## src/rtl/ixdec_pkg.sv

```systemverilog
package ixdec_pkg;

    localparam logic [7:0] PFX_X_BYTE = 8'hDD;
    localparam logic [7:0] PFX_Y_BYTE = 8'hFD;

    typedef enum logic [3:0] {
        RG_B    = 4'd0,
        RG_C    = 4'd1,
        RG_D    = 4'd2,
        RG_E    = 4'd3,
        RG_H    = 4'd4,
        RG_L    = 4'd5,
        RG_MEM  = 4'd6,
        RG_A    = 4'd7,
        RG_XH   = 4'd8,
        RG_XL   = 4'd9,
        RG_YH   = 4'd10,
        RG_YL   = 4'd11,
        RG_NONE = 4'd15
    } reg8_e;

    typedef enum logic [1:0] {
        PR_HL   = 2'd0,
        PR_IX   = 2'd1,
        PR_IY   = 2'd2,
        PR_NONE = 2'd3
    } pair_e;

    typedef enum logic [1:0] {
        AM_NONE = 2'd0,
        AM_HL   = 2'd1,
        AM_IDX  = 2'd2
    } amode_e;

    typedef enum logic [1:0] {
        IS_NONE = 2'd0,
        IS_X    = 2'd1,
        IS_Y    = 2'd2
    } isel_e;

    typedef enum logic [3:0] {
        OK_NONE  = 4'd0,
        OK_LD8   = 4'd1,
        OK_ALU   = 4'd2,
        OK_INC8  = 4'd3,
        OK_DEC8  = 4'd4,
        OK_INC16 = 4'd5,
        OK_DEC16 = 4'd6,
        OK_PUSH  = 4'd7,
        OK_POP   = 4'd8,
        OK_HALT  = 4'd9,
        OK_OTHER = 4'd10
    } op_kind_e;

    typedef struct packed {
        op_kind_e   kind;
        logic [2:0] sub;
        reg8_e      dst;
        reg8_e      src;
        pair_e      pair;
        amode_e     mode;
        logic       need_disp;
    } dec_t;

    function automatic logic is_prefix(logic [7:0] b);
        return (b == PFX_X_BYTE) || (b == PFX_Y_BYTE);
    endfunction

    // Map a 3-bit operand field to a register code, moving H/L onto index halves
    function automatic reg8_e map_reg(logic [2:0] f, logic used, isel_e sel, logic keep_plain);
        reg8_e r;
        if (!used) begin
            r = RG_NONE;
        end else begin
            r = reg8_e'({1'b0, f});
            if (!keep_plain && sel != IS_NONE) begin
                if (f == 3'd4) r = (sel == IS_X) ? RG_XH : RG_YH;
                if (f == 3'd5) r = (sel == IS_X) ? RG_XL : RG_YL;
            end
        end
        return r;
    endfunction

    function automatic logic is_x_half(reg8_e r);
        return (r == RG_XH) || (r == RG_XL);
    endfunction

    function automatic logic is_y_half(reg8_e r);
        return (r == RG_YH) || (r == RG_YL);
    endfunction

endpackage

```

## src/rtl/ixdec_remap.sv

```systemverilog
module ixdec_remap
    import ixdec_pkg::*;
(
    input  logic [7:0] opc,
    input  isel_e      sel,
    output dec_t       dec
);

    op_kind_e   kind;
    logic [2:0] sub;
    logic [2:0] dst_f;
    logic [2:0] src_f;
    logic       dst_use;
    logic       src_use;
    logic       pair_use;
    logic       has_mem;

    // Base classification of the opcode byte
    always_comb begin
        kind     = OK_OTHER;
        sub      = 3'd0;
        dst_f    = 3'd0;
        src_f    = 3'd0;
        dst_use  = 1'b0;
        src_use  = 1'b0;
        pair_use = 1'b0;
        case (opc[7:6])
            2'b01: begin
                if (opc == 8'h76) begin
                    kind = OK_HALT;
                end else begin
                    kind    = OK_LD8;
                    dst_f   = opc[5:3];
                    src_f   = opc[2:0];
                    dst_use = 1'b1;
                    src_use = 1'b1;
                end
            end
            2'b10: begin
                kind    = OK_ALU;
                sub     = opc[5:3];
                dst_f   = 3'd7;
                src_f   = opc[2:0];
                dst_use = 1'b1;
                src_use = 1'b1;
            end
            2'b00: begin
                if (opc[2:1] == 2'b10) begin
                    kind    = opc[0] ? OK_DEC8 : OK_INC8;
                    dst_f   = opc[5:3];
                    src_f   = opc[5:3];
                    dst_use = 1'b1;
                    src_use = 1'b1;
                end else if (opc == 8'h23) begin
                    kind     = OK_INC16;
                    pair_use = 1'b1;
                end else if (opc == 8'h2B) begin
                    kind     = OK_DEC16;
                    pair_use = 1'b1;
                end
            end
            default: begin
                if (opc == 8'hE5) begin
                    kind     = OK_PUSH;
                    pair_use = 1'b1;
                end else if (opc == 8'hE1) begin
                    kind     = OK_POP;
                    pair_use = 1'b1;
                end
            end
        endcase
    end

    assign has_mem = (dst_use && dst_f == 3'd6) || (src_use && src_f == 3'd6);

    // Substitution: with a memory operand the other operand stays plain
    always_comb begin
        dec.kind = kind;
        dec.sub  = sub;
        dec.dst  = map_reg(dst_f, dst_use, sel, has_mem);
        dec.src  = map_reg(src_f, src_use, sel, has_mem);
        if (!pair_use)          dec.pair = PR_NONE;
        else if (sel == IS_X)   dec.pair = PR_IX;
        else if (sel == IS_Y)   dec.pair = PR_IY;
        else                    dec.pair = PR_HL;
        if (!has_mem)           dec.mode = AM_NONE;
        else if (sel != IS_NONE) dec.mode = AM_IDX;
        else                    dec.mode = AM_HL;
        dec.need_disp = has_mem && (sel != IS_NONE);
    end

endmodule

```

## src/rtl/ixdec_addr.sv

```systemverilog
module ixdec_addr #(
    parameter int ADDR_W = 16
) (
    input  logic [7:0]        d_byte,
    input  logic [ADDR_W-1:0] base,
    output logic [ADDR_W-1:0] d_ext,
    output logic [ADDR_W-1:0] addr
);

    localparam int EXT_W = ADDR_W - 8;

    assign d_ext = {{EXT_W{d_byte[7]}}, d_byte};
    assign addr  = base + d_ext;

endmodule

```

## src/rtl/ixdec_top.sv

```systemverilog
module ixdec_top
    import ixdec_pkg::*;
#(
    parameter int ADDR_W  = 16,
    parameter int EXTRA_W = 3
) (
    input  logic               clk,
    input  logic               rst,
    input  logic               byte_valid,
    input  logic [7:0]         byte_in,
    input  logic [ADDR_W-1:0]  hl_val,
    input  logic [ADDR_W-1:0]  ix_val,
    input  logic [ADDR_W-1:0]  iy_val,
    output logic               op_valid,
    output logic [3:0]         op_kind,
    output logic [2:0]         op_sub,
    output logic [3:0]         dst_sel,
    output logic [3:0]         src_sel,
    output logic [1:0]         pair_sel,
    output logic [1:0]         mem_mode,
    output logic [ADDR_W-1:0]  disp,
    output logic [ADDR_W-1:0]  mem_addr,
    output logic [EXTRA_W-1:0] extra_cyc
);

    localparam int EXT_W = ADDR_W - 8;

    typedef enum logic {ST_OPC, ST_DISP} st_e;

    st_e                st_q;
    isel_e              sel_q;
    logic [EXTRA_W-1:0] npfx_q;
    dec_t               held_q;
    dec_t               dec_now;
    dec_t               out_q;
    logic [ADDR_W-1:0]  idx_base;
    logic [ADDR_W-1:0]  d_ext;
    logic [ADDR_W-1:0]  idx_addr;

    function automatic logic [EXTRA_W-1:0] sat_add(logic [EXTRA_W-1:0] a, logic [1:0] b);
        logic [EXTRA_W:0] s;
        s = {1'b0, a} + {{(EXTRA_W-1){1'b0}}, b};
        return s[EXTRA_W] ? {EXTRA_W{1'b1}} : s[EXTRA_W-1:0];
    endfunction

    ixdec_remap u_remap (
        .opc (byte_in),
        .sel (sel_q),
        .dec (dec_now)
    );

    assign idx_base = (sel_q == IS_X) ? ix_val : iy_val;

    ixdec_addr #(.ADDR_W(ADDR_W)) u_addr (
        .d_byte (byte_in),
        .base   (idx_base),
        .d_ext  (d_ext),
        .addr   (idx_addr)
    );

    always_ff @(posedge clk) begin
        if (rst) begin
            st_q      <= ST_OPC;
            sel_q     <= IS_NONE;
            npfx_q    <= '0;
            held_q    <= '{kind: OK_NONE, sub: 3'd0, dst: RG_NONE, src: RG_NONE,
                           pair: PR_NONE, mode: AM_NONE, need_disp: 1'b0};
            out_q     <= '{kind: OK_NONE, sub: 3'd0, dst: RG_NONE, src: RG_NONE,
                           pair: PR_NONE, mode: AM_NONE, need_disp: 1'b0};
            op_valid  <= 1'b0;
            disp      <= '0;
            mem_addr  <= '0;
            extra_cyc <= '0;
        end else begin
            op_valid <= 1'b0;
            if (byte_valid) begin
                case (st_q)
                    ST_OPC: begin
                        if (is_prefix(byte_in)) begin
                            sel_q  <= (byte_in == PFX_X_BYTE) ? IS_X : IS_Y;
                            npfx_q <= sat_add(npfx_q, 2'd1);
                        end else if (dec_now.need_disp) begin
                            held_q <= dec_now;
                            st_q   <= ST_DISP;
                        end else begin
                            out_q     <= dec_now;
                            op_valid  <= 1'b1;
                            disp      <= '0;
                            mem_addr  <= (dec_now.mode == AM_HL) ? hl_val : '0;
                            extra_cyc <= npfx_q;
                            sel_q     <= IS_NONE;
                            npfx_q    <= '0;
                        end
                    end
                    default: begin
                        out_q     <= held_q;
                        op_valid  <= 1'b1;
                        disp      <= d_ext;
                        mem_addr  <= idx_addr;
                        extra_cyc <= sat_add(npfx_q, 2'd2);
                        sel_q     <= IS_NONE;
                        npfx_q    <= '0;
                        st_q      <= ST_OPC;
                    end
                endcase
            end
        end
    end

    assign op_kind  = out_q.kind;
    assign op_sub   = out_q.sub;
    assign dst_sel  = out_q.dst;
    assign src_sel  = out_q.src;
    assign pair_sel = out_q.pair;
    assign mem_mode = out_q.mode;

    // an indexed result only follows a displacement byte
    assert_idx_after_disp_R5: assert property (@(posedge clk) disable iff (rst)
        (op_valid && out_q.mode == AM_IDX) |-> ($past(st_q) == ST_DISP));

    // displacement upper bits replicate bit 7
    assert_disp_sext_R5: assert property (@(posedge clk) disable iff (rst)
        (op_valid && out_q.mode == AM_IDX) |-> (disp[ADDR_W-1:8] == {EXT_W{disp[7]}}));

    // the non-memory operand of an indexed form is never an index half
    assert_no_half_with_mem_R5: assert property (@(posedge clk) disable iff (rst)
        (op_valid && out_q.mode == AM_IDX) |->
            !(is_x_half(out_q.dst) || is_y_half(out_q.dst) ||
              is_x_half(out_q.src) || is_y_half(out_q.src)));

    // never both index registers in one operation
    assert_single_index_R3: assert property (@(posedge clk) disable iff (rst)
        op_valid |-> !((is_x_half(out_q.dst) || is_x_half(out_q.src)) &&
                       (is_y_half(out_q.dst) || is_y_half(out_q.src))));

    // an indexed access costs at least three extra units
    assert_idx_extra_R8: assert property (@(posedge clk) disable iff (rst)
        (op_valid && out_q.mode == AM_IDX) |-> (extra_cyc >= EXTRA_W'(3)));

    // an index half is never used for free
    assert_half_extra_R8: assert property (@(posedge clk) disable iff (rst)
        (op_valid && (is_x_half(out_q.dst) || is_y_half(out_q.src) ||
                      is_y_half(out_q.dst) || is_x_half(out_q.src)))
            |-> (extra_cyc != '0));

    // prefix state is gone once an operation is emitted
    assert_prefix_cleared_R9: assert property (@(posedge clk) disable iff (rst)
        op_valid |-> (sel_q == IS_NONE && npfx_q == '0 && st_q == ST_OPC));

    // back-to-back pulses need a byte accepted in between
    assert_pulse_needs_byte_R11: assert property (@(posedge clk) disable iff (rst)
        op_valid |=> (!op_valid || $past(byte_valid)));

endmodule

```

## config.mk

```make
export PLATFORM = sky130hd
export DESIGN_NAME = ixdec_top
export DESIGN_NICKNAME = d
export VERILOG_FILES = /design/src/rtl/ixdec_pkg.sv /design/src/rtl/ixdec_remap.sv /design/src/rtl/ixdec_addr.sv /design/src/rtl/ixdec_top.sv
export SDC_FILE = /design/constraint.sdc
export NUM_CORES = 1
export LEC_CHECK = 0
export ABC_AREA = 0
export BUFFER_PORTS_ARGS = -buffer_cell sky130_fd_sc_hd__buf_2
export CAP_MARGIN = 20
export CORE_AREA = 4 4 113 83
export DETAILED_ROUTE_END_ITERATION = 8
export DIE_AREA = 0 0 117 87
export GPL_TIMING_DRIVEN = 0
export PLACE_DENSITY_LB_ADDON = 0.08
export SLEW_MARGIN = 20
export SYNTH_ARGS = -nofsm -noshare
export SYNTH_HDL_FRONTEND = slang
export SYNTH_SLANG_ARGS = --single-unit
export TNS_END_PERCENT = 1
```

## constraint.sdc

```tcl
create_clock -name clk -period 6.68 [get_ports clk]
set_input_delay 0 -clock clk [delete_from_list [all_inputs] [get_ports clk]]
set_output_delay 0 -clock clk [all_outputs]
set_load 0.01 [all_outputs]
```

# ---- Yosys cells after proc, flatten, opt, wreduce, memory -nomap -nowiden
# Cells that the tools add are included.
dict set report totals {
  latchBits 0
  mem_bits_ro 0
  ram_bits 0
  elab_cells 129
  in_bits 59
  n_memories 0
  out_inout_bits 55
  reg_bits 81
}
dict set report classes {
  n_mux 67
  eq_ne 22
  div_mod_pow 0
  multipliers 0
  reduce_logical 14
  shifts 0
  addsub 3
  n_lt_le_gt_ge 0
  bitwise_logic 3
}
# operator count
set ops {}
lappend ops {{$mux W16} 8}
lappend ops {{$mux W20} 3}
lappend ops {{$mux W4} 13}
lappend ops {{$mux W3} 13}
lappend ops {{$eq A8 B8 Y1 const B} 4}
lappend ops {{$mux W2} 12}
lappend ops {{$eq A3 B3 Y1 const B} 6}
lappend ops {{$pmux W3 S3} 2}
lappend ops {{$add A16 B16 Y16} 1}
lappend ops {{$eq A8 B6 Y1 const B} 2}
lappend ops {{$mux W1} 13}
lappend ops {{$pmux W4 S3} 1}
lappend ops {{$eq A8 B7 Y1 const B} 1}
lappend ops {{$eq A2 B1 Y1 const B} 3}
lappend ops {{$eq A2 B2 Y1 const B} 3}
lappend ops {{$add A3 B1 Y4 const B} 1}
lappend ops {{$add A3 B2 Y4 const B} 1}
lappend ops {{$logic_and A1 B1 Y1} 4}
lappend ops {{$ne A2 B2 Y1 const B} 2}
lappend ops {{$reduce_and A4 Y1} 1}
lappend ops {{$reduce_or A2 Y1} 2}
lappend ops {{$ne A3 B2 Y1 const B} 1}
lappend ops {{$not A1 Y1} 3}
lappend ops {{$pmux W1 S3} 1}
lappend ops {{7 further kinds} 8}

# ---- Logic depth before layout (Yosys ltp)
# Gate-level depths: netlist (run 1).
dict set report logic_depth {
  word_depth 13
  ltp_mapped 13
  ltp_nobuf 11
}

# ---- Hierarchy
# From an unflattened synthesis (run 1), not the netlist that was laid out.
dict set report unflattened {
  cells_unflattened 579
  hier_area_um2 5136.2
}
# mod cells_each instances seq_area_each_um2 area_each_um2
set by_module_without_submodules {}
lappend by_module_without_submodules {ixdec_top 364 1 1601.5 3603.5}
lappend by_module_without_submodules {ixdec_addr 123 1 0.0 973.4}
lappend by_module_without_submodules {ixdec_remap 92 1 0.0 559.3}

# ---- Worst setup path before layout (run 1)
# OpenSTA, ideal clock, no wires.
dict set report synth_path {
  path_type {register to register}
  from {register sel_q[1]}
  to {register mem_addr[9]}
  period_less_slack_ps 3450
  setup_time_ps 120
  required_time_ps 6560
  arrival_time_ps 3330
  n_path_buf 2
  slack_ps 3230
  stages_incl_launch_ff 13
  path_cell_list {dfxtp_1 nand2b_1 clkbuf_1 clkbuf_1 mux2_2 ha_1 and3_1 a221oi_1 a211oi_1 or3_1 and3_1 a211oi_1 nor2_1}
}
dict set report synth_via {
  elab_chain_len 8
  word_cells_on_any_way 14
  cone_classes {add/sub (1); eq/ne (3); mux (7); reduce/logical (3)}
}
# element line
set synth_rtl {}
lappend synth_rtl {{start: declaration} ixdec_top.sv:31} ;# isel_e sel_q;
lappend synth_rtl {{start signal: assignment} ixdec_top.sv:80} ;# sel_q <= (byte_in == PFX_X_BYTE) ? IS_X : IS_Y;
lappend synth_rtl {{branches (longest 8 deep; another with $add A16 B16 Y16)} --}
lappend synth_rtl {{end signal: assignment} ixdec_top.sv:89} ;# mem_addr <= (dec_now.mode == AM_HL) ? hl_val : '0;
lappend synth_rtl {{end signal: assignment} ixdec_top.sv:99} ;# mem_addr <= idx_addr;
lappend synth_rtl {{end: declaration} ixdec_top.sv:22} ;# output logic [ADDR_W-1:0] mem_addr,
# Several ways; the timed one is not identified. The select of a mux whose other input is x is not followed.
# A chain may end at the register's enable or synchronous reset.

# ---- Worst setup path after layout (run 1)
dict set report layout_path {
  from {register sel_q[1]}
  to {register mem_addr[11]}
}
# The elaborated chain is that of the path after synthesis.

==> metrics.yaml, run 1 <==
outcome:
  status: "finished, final reports clean"
logic_synthesis:
  avgSynthCellArea_um2: 8.16
  async_reset_ff_share_pct: 0
  syn_inst: 517
  yosysWarningCount: 0
  synth_edf_count: 0
  synth-seq-area-share_pct: 34.2
  synth_seq_cells: 72
  syn_area_um2: 4220
  synth_cell_types: 57
  ys_dominant_reg_cell: "dfxtp_1"
  synthesis.nets: 593
critical_path:
  arrival_ns: 4.56
  cp_cell_sequence: "nand2b_1, clkbuf_1, clkbuf_1, mux2_2, ha_1, and3_1, a221oi_1, a211oi_1, o21ai_0, mux2i_1, a211oi_1, a21oi_1"
  worst-path-max-fanout: 10
  endpoint_kind: "register"
  path_class: "reg2reg"
  cpMaxStageDelayCell: "a221oi_1"
  startpoint_type: "register"
  cp_data_required_time_ns: 6.87
  max_stage_delay_ns: 0.63
clock_network:
  cts_made_buffers: 9
  cts.path.max_buffers: 2
  postCtsResizedCells: 0
  h-tree-depth: 3
  cts_root_buf: "clkbuf_16"
  clk_pin_slew_worst_paths_ns: 0.06
  clk_latency_ns: 0.33
  cts.sinks: 72
  cts_tree: "done"
run:
  drv_cap: 0
detailed_routing:
  drt_iter0_drc: 301
  first_pass_iters: 5
  vias: 4507
  detail_route.wirelength_mm: 13.7
  avgViaCountPerCell: 5.88
  wl_per_cell_um: 17.8
  drc: 0
  ant_nets: 0
global_route:
  grt_max_degree: 15
  track_usage_pct: 27.3
  grt_antenna_before_repair: 0
  grt-ovfl-total: 0
  grt_pass1_wl_mm: 21.7
  grt_pass1_vias: 4345
timing:
  final-hold-violation-count: 0
  fin_ws_ns: 2.31
  clock_skew_ns: 0.00872
  finalCritPeriodShare_pct: 65.4
  max_slew.worst_pin.slew_ns: 0.686
  finalMaxSlewViolations: 0
  rsz0062_at_grt: "no"
  holdWs_ns: 0.0122
  tns_ns: 0
  period_needed_ns: 4.37
  setup_viol: 0
  max_freq_mhz: 229
  relSlewSlack_pct: 54.3
layout:
  final_common_cell: "buf_2"
  mostFrequentLayoutCells: "118 x buf_2, 72 x dfxtp_1, 52 x nor2_1"
  drive_above_1_share_pct: 26.2
  diodes: 0
  syn_to_final_growth_pct: 28.0
  final_cell_count_no_fill: 766
  finalNetCount: 732
floorplanning:
  die_h_um: 87
  rows: 28
  ios: 114
  start_util_pct: 51.0
  core_area_um2: 8270
  die-area_um2: 10200
  die_w_um: 117
pwr:
  ir_drop_v: 0.000130
  power_leakage_uw: 0.00241
  finalPower_uw: 1220
  p_per_area_nw_per_um2: 225
placed_design:
  dp_hpwl_mm: 10.3
  io_buffers: 112
  gp_congestion: 0.934
  dp_slack_ns: 2.41
  dp.cells: 734
worst_hold_path:
  holdCritPathClass: "in2reg"
-- synth_stat cells (all sizes together), types with 4 or more instances --
cell type   n  area share, %
clkbuf     26            2.3
nor2       52            4.6
xor2        4           0.83
nand2      42            3.7
a22oi      10            1.8
xnor2       8            1.7
or3         4           0.59
and3       11            1.6
dfxtp      72             34
a21o        7            1.2
o211ai     10            1.8
a211oi     12            2.1
inv        11           0.98
mux2       15            4.0
o21ai      43            5.1
nand3      18            2.1
nor3       19            2.3
buf        22            3.8
a21oi      36            4.3
nor2b       4           0.59
a221oi     11            2.3
nand2b      5           0.74
ha         16            4.7
a31oi       4           0.59
mux2i      10            2.4
-- routing by layer --
| metal | vias to the layer above | GRT usage, % | part of all wire (%) |
|---|---|---|---|
| met5 | - | 0 | 0 |
| met4 | 0 | 8.23 | 1.3 |
| met3 | 21 | 5.21 | 8.6 |
| met2 | 223 | 42.3 | 44 |
| met1 | 2101 | 38.5 | 46 |
| li1 | 2162 | - | - |
-- state kept, by name, indices dropped and copies added (netlist names) --
| signal | cells |
|---|---|
| mem_addr | 16 |
| sel_q | 2 |
| pair_sel | 2 |
| op_kind | 4 |
| dst_sel | 4 |
| op_sub | 3 |
| held_q | 19 |
| src_sel | 4 |
| extra_cyc | 3 |
| st_q | 1 |
| npfx_q | 3 |
| disp | 8 |
| op_valid | 1 |
| mem_mode | 2 |
-- where the power goes --
part | switching (µW) | internal, µW
sequential | 7.27 | 445
combinational | 132 | 95.1
clock | 196 | 341
-- area by class of cell --
cell class,instances,area (µm²)
clock buffer,11,243
multi-input combinational,386,2480
buffer,48,259
timing repair buffer,128,721
inverter,11,41.3
tap,105,131
sequential,72,1440
clock inverter,5,86.3
fill,749,2870
-- metrics by stage --
step                      cell area (µm²)  util [%]
after floorplan                      4220         -
after global placement               4910      59.4
after detailed placement             4910      59.4
after CTS                            5400      65.3
after global routing                 5400      65.3
final                                5400      65.3
-- worst max-delay path, delay by kind of cell (launching register included) --
kind                     cells  cell delay (ns)
AND/OR/NAND/NOR              2             0.34
AO/OA/AOI/OAI                5             1.58
multiplexers                 2             0.54
buffers and inverters        2             0.97
flip-flops                   1             0.48
adder cells (fa/ha/maj)      1             0.33
-- cell families (layout without fill, tap and decap cells) --
logic type / Yosys count / in the layout / share of synthesized area (%)
AND/OR/NAND/NOR: 172 / 172 / 19.3
buffers and inverters: 59 / 203 / 7.12
XOR/XNOR: 12 / 12 / 2.49
AO/OA/AOI/OAI: 160 / 160 / 25.3
flip-flops: 72 / 72 / 34.2
adder cells (fa/ha/maj): 17 / 17 / 5.22
multiplexers: 25 / 25 / 6.38
-- worst paths after layout --
check | startpoint | to | slack [ns] | depth (start not counted)
worst max-delay path | sel_q[1]$_SDFFE_PP0P_ | mem_addr[11]$_SDFFE_PP0P_ | 2.31 | 12
worst min-delay path | hl_val[3] | mem_addr[3]$_SDFFE_PP0P_ | 0.01 | 3
worst max register to register | sel_q[1]$_SDFFE_PP0P_ | mem_addr[11]$_SDFFE_PP0P_ | 2.31 | 12
worst min register to register | held_q[12]$_SDFFE_PP1P_ | held_q[12]$_SDFFE_PP1P_ | 0.44 | 2
-- repair_timing --
item                      4_1_cts  5_1_grt
hold buffers                   16        0
buffers inserted                0        0
hold endpoints to repair       17        0
(Power assumes the default switching activity.)
==> run 2, diff against run 1 <==
- CORE_AREA: 4 4 113 83 -> 4 4 118 86
- DIE_AREA: 0 0 117 87 -> 0 0 122 90
- clock period: 6.68 -> 4 ns (I/O delays scaled with it)
==> run 2 against run 1 <==
Net effect:
- register-to-register slack lost 2.0 ns
- sequential share of layout area shrank 0.15 points
- global-route usage shrank 2.2 points
- combinational power grew 68%
- clock skew shrank 0.0048 ns
- total power grew 67%
- critical endpoint unchanged
- largest power group unchanged
- highest routed layer unchanged
==> metrics.yaml, run 2 (synthesis results as in run 1) <==
floorplanning:
  die-area_um2: 11000
  rows: 29
  start_util_pct: 47.1
  die_w_um: 122
  die_h_um: 90
  ios: 114
  core_area_um2: 8960
critical_path:
  r2r-start: "sel_q[1]$_SDFFE_PP0P_"
  reg2reg_depth: 11
  max_stage_delay_ns: 0.45
  worst-path-max-fanout: 10
  crit_start: "sel_q[1]$_SDFFE_PP0P_"
  startpoint_type: "register"
  endpoint_kind: "register"
  cpMostUsedCell: "a211oi_1"
  r2r_slack_ns: 0.31
  crit_end: "mem_addr[11]$_SDFFE_PP0P_"
  cp_data_required_time_ns: 4.20
  path_class: "reg2reg"
  cpMaxStageDelayCell: "dfxtp_1"
  cp_cell_sequence: "nand2b_2, clkbuf_2, mux2_2, ha_1, and3_1, a221oi_2, a211oi_1, o21ai_0, mux2i_1, a211oi_1, a21oi_1"
  arrival_ns: 3.89
  reg2reg_to: "mem_addr[11]$_SDFFE_PP0P_"
pwr:
  p_clk_share_pct: 44.0
  finalPower_uw: 2030
  ir_drop_v: 0.000160
  p_per_area_nw_per_um2: 374
  power_frac_comb_pct: 18.8
  p_seq_share_pct: 37.2
  p_sw_uw: 562
  switching_share_pct: 27.7
  intPower_uw: 1470
  power_leakage_uw: 0.00241
run:
  drv_cap: 0
layout:
  diodes: 0
  largest_register_ffs: 19
  syn_to_final_growth_pct: 28.7
  final_cell_count_no_fill: 784
  multiInputGateArea_um2: 2480
  final_core_util_pct: 60.6
  reg_top3: "held_q (19), mem_addr (16), disp (8)"
  final_common_cell: "buf_2"
  drive_above_1_share_pct: 26.8
  register_area_um2: 1440
  fill_cells: 856
  finalNetCount: 731
  mostFrequentLayoutCells: "118 x buf_2, 72 x dfxtp_1, 52 x nor2_1"
  largest-register: "held_q"
detailed_routing:
  first_pass_iters: 5
  vias: 4507
  drt_iter0_drc: 495
  wl_per_cell_um: 17.5
  ant_nets: 0
  drc: 0
  avgViaCountPerCell: 5.75
  detail_route.wirelength_mm: 13.7
timing:
  max_freq_mhz: 271
  rsz0062_at_grt: "no"
  finalCritPeriodShare_pct: 92.2
  relSlewSlack_pct: 56.4
  period_needed_ns: 3.69
  max_slew.worst_pin.slew_ns: 0.646
  final-hold-violation-count: 0
  tns_ns: 0
  setup_viol: 0
  clock_skew_ns: 0.00389
  finalMaxSlewViolations: 0
  holdWs_ns: 0.00531
global_route:
  grt_pass1_vias: 4192
  grt-ovfl-total: 0
  grt_antenna_before_repair: 0
  grt_pass1_wl_mm: 21.9
  track_usage_pct: 25.1
  grt_max_degree: 15
clock_network:
  postCtsSetupRepairBufs: 0
  clk_latency_ns: 0.34
  h-tree-depth: 3
  clk_pin_slew_worst_paths_ns: 0.06
  cts.sinks: 72
  cts_root_buf: "clkbuf_16"
  cts.path.max_buffers: 2
  cts_tree: "done"
  cts_made_buffers: 9
outcome:
  status: "finished, final reports clean"
placed_design:
  dp_hpwl_mm: 10.3
  io_buffers: 112
  dp.cells: 753
  gp_congestion: 0.927
worst_hold_path:
  holdCritPathClass: "in2reg"
-- run 2: changes by cell type in the layout (fill, tap and decap cells not counted), sizes merged --
cell	previous run	this run
clkbuf	37	35
clkinv	1	2
clkinvlp	0	1
inv	13	12
-- run 2: how the worst min path moves through the flow --
stage                          from  slack, ns  depth (start not counted)                       end
after detailed placement        rst       0.27                          2    held_q[4]$_SDFFE_PP1P_
final                     hl_val[8]      0.005                          3  mem_addr[8]$_SDFFE_PP0P_
after global placement    hl_val[9]       0.26                          3  mem_addr[9]$_SDFFE_PP0P_
after CTS                 hl_val[8]      0.003                          3  mem_addr[8]$_SDFFE_PP0P_
after floorplan                 rst       0.10                          1    held_q[3]$_SDFFE_PP1P_
after global routing      hl_val[8]      0.006                          3  mem_addr[8]$_SDFFE_PP0P_
-- run 2: per-layer routing --
layer / track usage, % / vias up / routed length [µm] / part of all wire [%]
li1: - / 2160 / - / -
met1: 37.3 / 2092 / 6300 / 46
met2: 36.7 / 229 / 5790 / 42
met3: 6.34 / 26 / 1430 / 10
met4: 5.13 / 0 / 191 / 1.4
met5: 0 / - / 0 / 0
-- run 2: cell type report --
type	count	share of cell area [%]
Clock inverter	6	1.66
Clock buffer	10	4.40
Multi-Input combinational cell	386	45.8
Buffer	47	4.72
Tap cell	124	2.86
Inverter	11	0.761
Timing Repair Buffer	128	13.3
Sequential cell	72	26.5
-- run 2: repair_timing --
| action | 4_1_cts | 5_1_grt |
|---|---|---|
| gates resized for setup | 1 | 2 |
| hold endpoints to repair | 17 | 0 |
| gates cloned | 0 | 0 |
| endpoints found under the setup margin | 4 | 4 |
| hold buffers | 16 | 0 |
-- run 2: stage by stage --
| stage | setup WS (ns) | instance area [µm²] |
|---|---|---|
| 2_1_floorplan | 0.550 | 4220 |
| 3_3_place_gp | -0.219 | 4930 |
| 3_5_place_dp | -0.255 | 4930 |
| 4_1_cts | 0.0468 | 5420 |
| 5_1_grt | 0.0948 | 5430 |
| 6_report | 0.311 | 5430 |
-- run 2: critical path, delay by kind of cell, from the launching register on --
kind / cells / cell delay [ns]
and+or+nand+nor: 2 / 0.53
muxes: 2 / 0.52
adders and majority gates: 1 / 0.34
buffers and inverters: 1 / 0.35
AOI/OAI and AO/OA: 5 / 1.36
DFF: 1 / 0.45
-- run 2: power groups by stage --
stage	clock (µW)	combinational, µW	sequential, µW
2_1_floorplan	0	218	782
3_3_place_gp	0	357	769
3_5_place_dp	0	361	771
4_1_cts	898	375	755
5_1_grt	932	419	758
6_report	893	382	755
==> run 3, diff against run 2 <==
- CORE_AREA: 4 4 118 86 -> 4 4 113 83
- DIE_AREA: 0 0 122 90 -> 0 0 117 87
- HOLD_SLACK_MARGIN: not set -> 0.15
- clock period: 4 -> 4.5 ns (I/O delays scaled with it)
==> run 3 against run 2 <==
Net effect:
- sequential power shrank 11%
- total power is 11% lower
- clock power decreased by 11%
- global-route usage grew 2.2 points
- worst setup slack gained 0.017 ns
- worst hold slack improved by 0.20 ns
- die area shrank 7.3%
- sequential share of layout area decreased by 0.055 points
- design area up 0.21%
- cell count fell by 1.8%
- largest power group unchanged
==> metrics.yaml, run 3 (synthesis results as in run 1) <==
critical_path:
  max_stage_delay_ns: 0.66
  crit_start: "sel_q[1]$_SDFFE_PP0P_"
  cp_cell_sequence: "nand2b_1, clkbuf_1, clkbuf_2, mux2_2, ha_1, and3_1, a221oi_1, a211oi_1, o21ai_0, mux2i_1, a211oi_1, a21oi_1"
  cp_data_required_time_ns: 4.70
  path_buf_inv: 2
  path_class: "reg2reg"
  critPathTopFamily: "compound AO/OA/AOI/OAI gates"
  worst-path-max-fanout: 10
  endpoint_kind: "register"
  arrival_ns: 4.37
  cpMostUsedCell: "a211oi_1"
  startpoint_type: "register"
  r2r-start: "sel_q[1]$_SDFFE_PP0P_"
  cpMaxStageDelayCell: "a221oi_1"
layout:
  reg_top3: "held_q (19), mem_addr (16), disp (8)"
  largest-register: "held_q"
  drive_above_1_share_pct: 26.2
  syn_to_final_growth_pct: 29.0
  largest_register_ffs: 19
  finalNetCount: 736
  final_common_cell: "buf_2"
  diodes: 0
  mostFrequentLayoutCells: "118 x buf_2, 72 x dfxtp_1, 52 x nor2_1"
global_route:
  grt-ovfl-total: 0
  grt_antenna_before_repair: 0
  grt_max_degree: 15
  track_usage_pct: 27.4
  grt_pass1_wl_mm: 21.8
  grt_pass1_vias: 4363
timing:
  clock_skew_ns: 0.00780
  setup_viol: 0
  relSlewSlack_pct: 51.9
  holdWs_ns: 0.203
  final-hold-violation-count: 0
  finalMaxSlewViolations: 0
  finalCritPeriodShare_pct: 92.7
  rsz0062_at_grt: "no"
  tns_ns: 0
  max_slew.worst_pin.slew_ns: 0.722
  period_needed_ns: 4.17
  max_freq_mhz: 240
pwr:
  ir_drop_v: 0.000194
  p_seq_share_pct: 37.1
  power_leakage_uw: 0.00243
  p_clk_share_pct: 44.1
  switching_share_pct: 27.6
  power_frac_comb_pct: 18.8
  intPower_uw: 1310
  p_sw_uw: 499
  p_per_area_nw_per_um2: 333
run:
  drv_cap: 0
clock_network:
  cts_root_buf: "clkbuf_16"
  cts.path.max_buffers: 2
  clk_pin_slew_worst_paths_ns: 0.06
  cts.sinks: 72
  cts_made_buffers: 9
  cts_tree: "done"
  clk_latency_ns: 0.33
  h-tree-depth: 3
detailed_routing:
  wl_per_cell_um: 17.7
  first_pass_iters: 7
  avgViaCountPerCell: 5.85
  detail_route.wirelength_mm: 13.6
  drc: 0
  vias: 4504
  ant_nets: 0
  drt_iter0_drc: 302
placed_design:
  gp_congestion: 0.934
  dp_hpwl_mm: 10.3
  io_buffers: 112
worst_hold_path:
  hp-start: "byte_in[0]"
  holdCritPathClass: "in2reg"
floorplanning:
  die_w_um: 117
  start_util_pct: 51.0
  core_area_um2: 8270
  die-area_um2: 10200
  ios: 114
  rows: 28
  die_h_um: 87
outcome:
  status: "finished, final reports clean"
-- run 3: cell count changes in the layout (fill, tap and decap cells not counted), sizes merged --
cell and change:
clkinv -1, dlygate4sd3 +4, inv +1, clkinvlp -1, clkbuf +2
-- run 3: area by class of cell --
type	instances	area, µm²
multi-input combinational	386	2480
buffer	48	260
inverter	11	41.3
tap	105	131
clock buffer	11	243
clock inverter	5	86.3
sequential	72	1440
fill	746	2830
timing repair buffer	132	761
-- run 3: path summary, 6_finish.rpt --
| path | depth (start not counted) | endpoint | slack [ns] |
|---|---|---|---|
| worst max-delay path | 12 | mem_addr[11]$_SDFFE_PP0P_ | 0.33 |
| worst min-delay path | 4 | disp[0]$_SDFFE_PP0P_ | 0.20 |
| worst max register to register | 12 | mem_addr[11]$_SDFFE_PP0P_ | 0.33 |
| worst min register to register | 2 | held_q[12]$_SDFFE_PP1P_ | 0.44 |
-- run 3: metal layers --
layer | up-vias | wire length, µm | global-route usage, %
met5 | - | 0 | 0
met4 | 0 | 284 | 8.54
met3 | 32 | 1180 | 5.56
met2 | 222 | 5880 | 42.4
met1 | 2084 | 6300 | 38.3
li1 | 2166 | - | -
-- run 3: worst min-delay path, stage by stage --
cell     delay (ns)
buf_2          0.09
buf_2          0.21
a22oi_1        0.09
nor2_1         0.10
-- run 3: power by group through the flow --
stage | Sequential [µW] | Clock [µW] | Combinational (µW)
floorplan | 695 | 0 | 194
global placement | 684 | 0 | 312
detailed placement | 685 | 0 | 318
CTS | 671 | 803 | 334
global route | 673 | 825 | 371
finish | 671 | 798 | 340
-- run 3: through the flow --
stage | cell area (µm²) | util, % | power (µW) | std cells | setup WS [ns]
2_1_floorplan | 4220 | - | 889 | 517 | 1.05
3_3_place_gp | 4910 | 59.4 | 996 | 734 | 0.310
3_5_place_dp | 4910 | 59.4 | 1000 | 734 | 0.232
4_1_cts | 5440 | 65.8 | 1810 | 770 | 0.216
5_1_grt | 5440 | 65.8 | 1870 | 770 | 0.129
6_report | 5440 | 65.8 | 1810 | 770 | 0.328
-- run 3: timing repair --
action | CTS | global route
setup endpoints to repair | 0 | 2
setup buffers | 0 | 0
resized for setup | 0 | 2
hold buffers | 20 | 0
hold endpoints to repair | 24 | 0
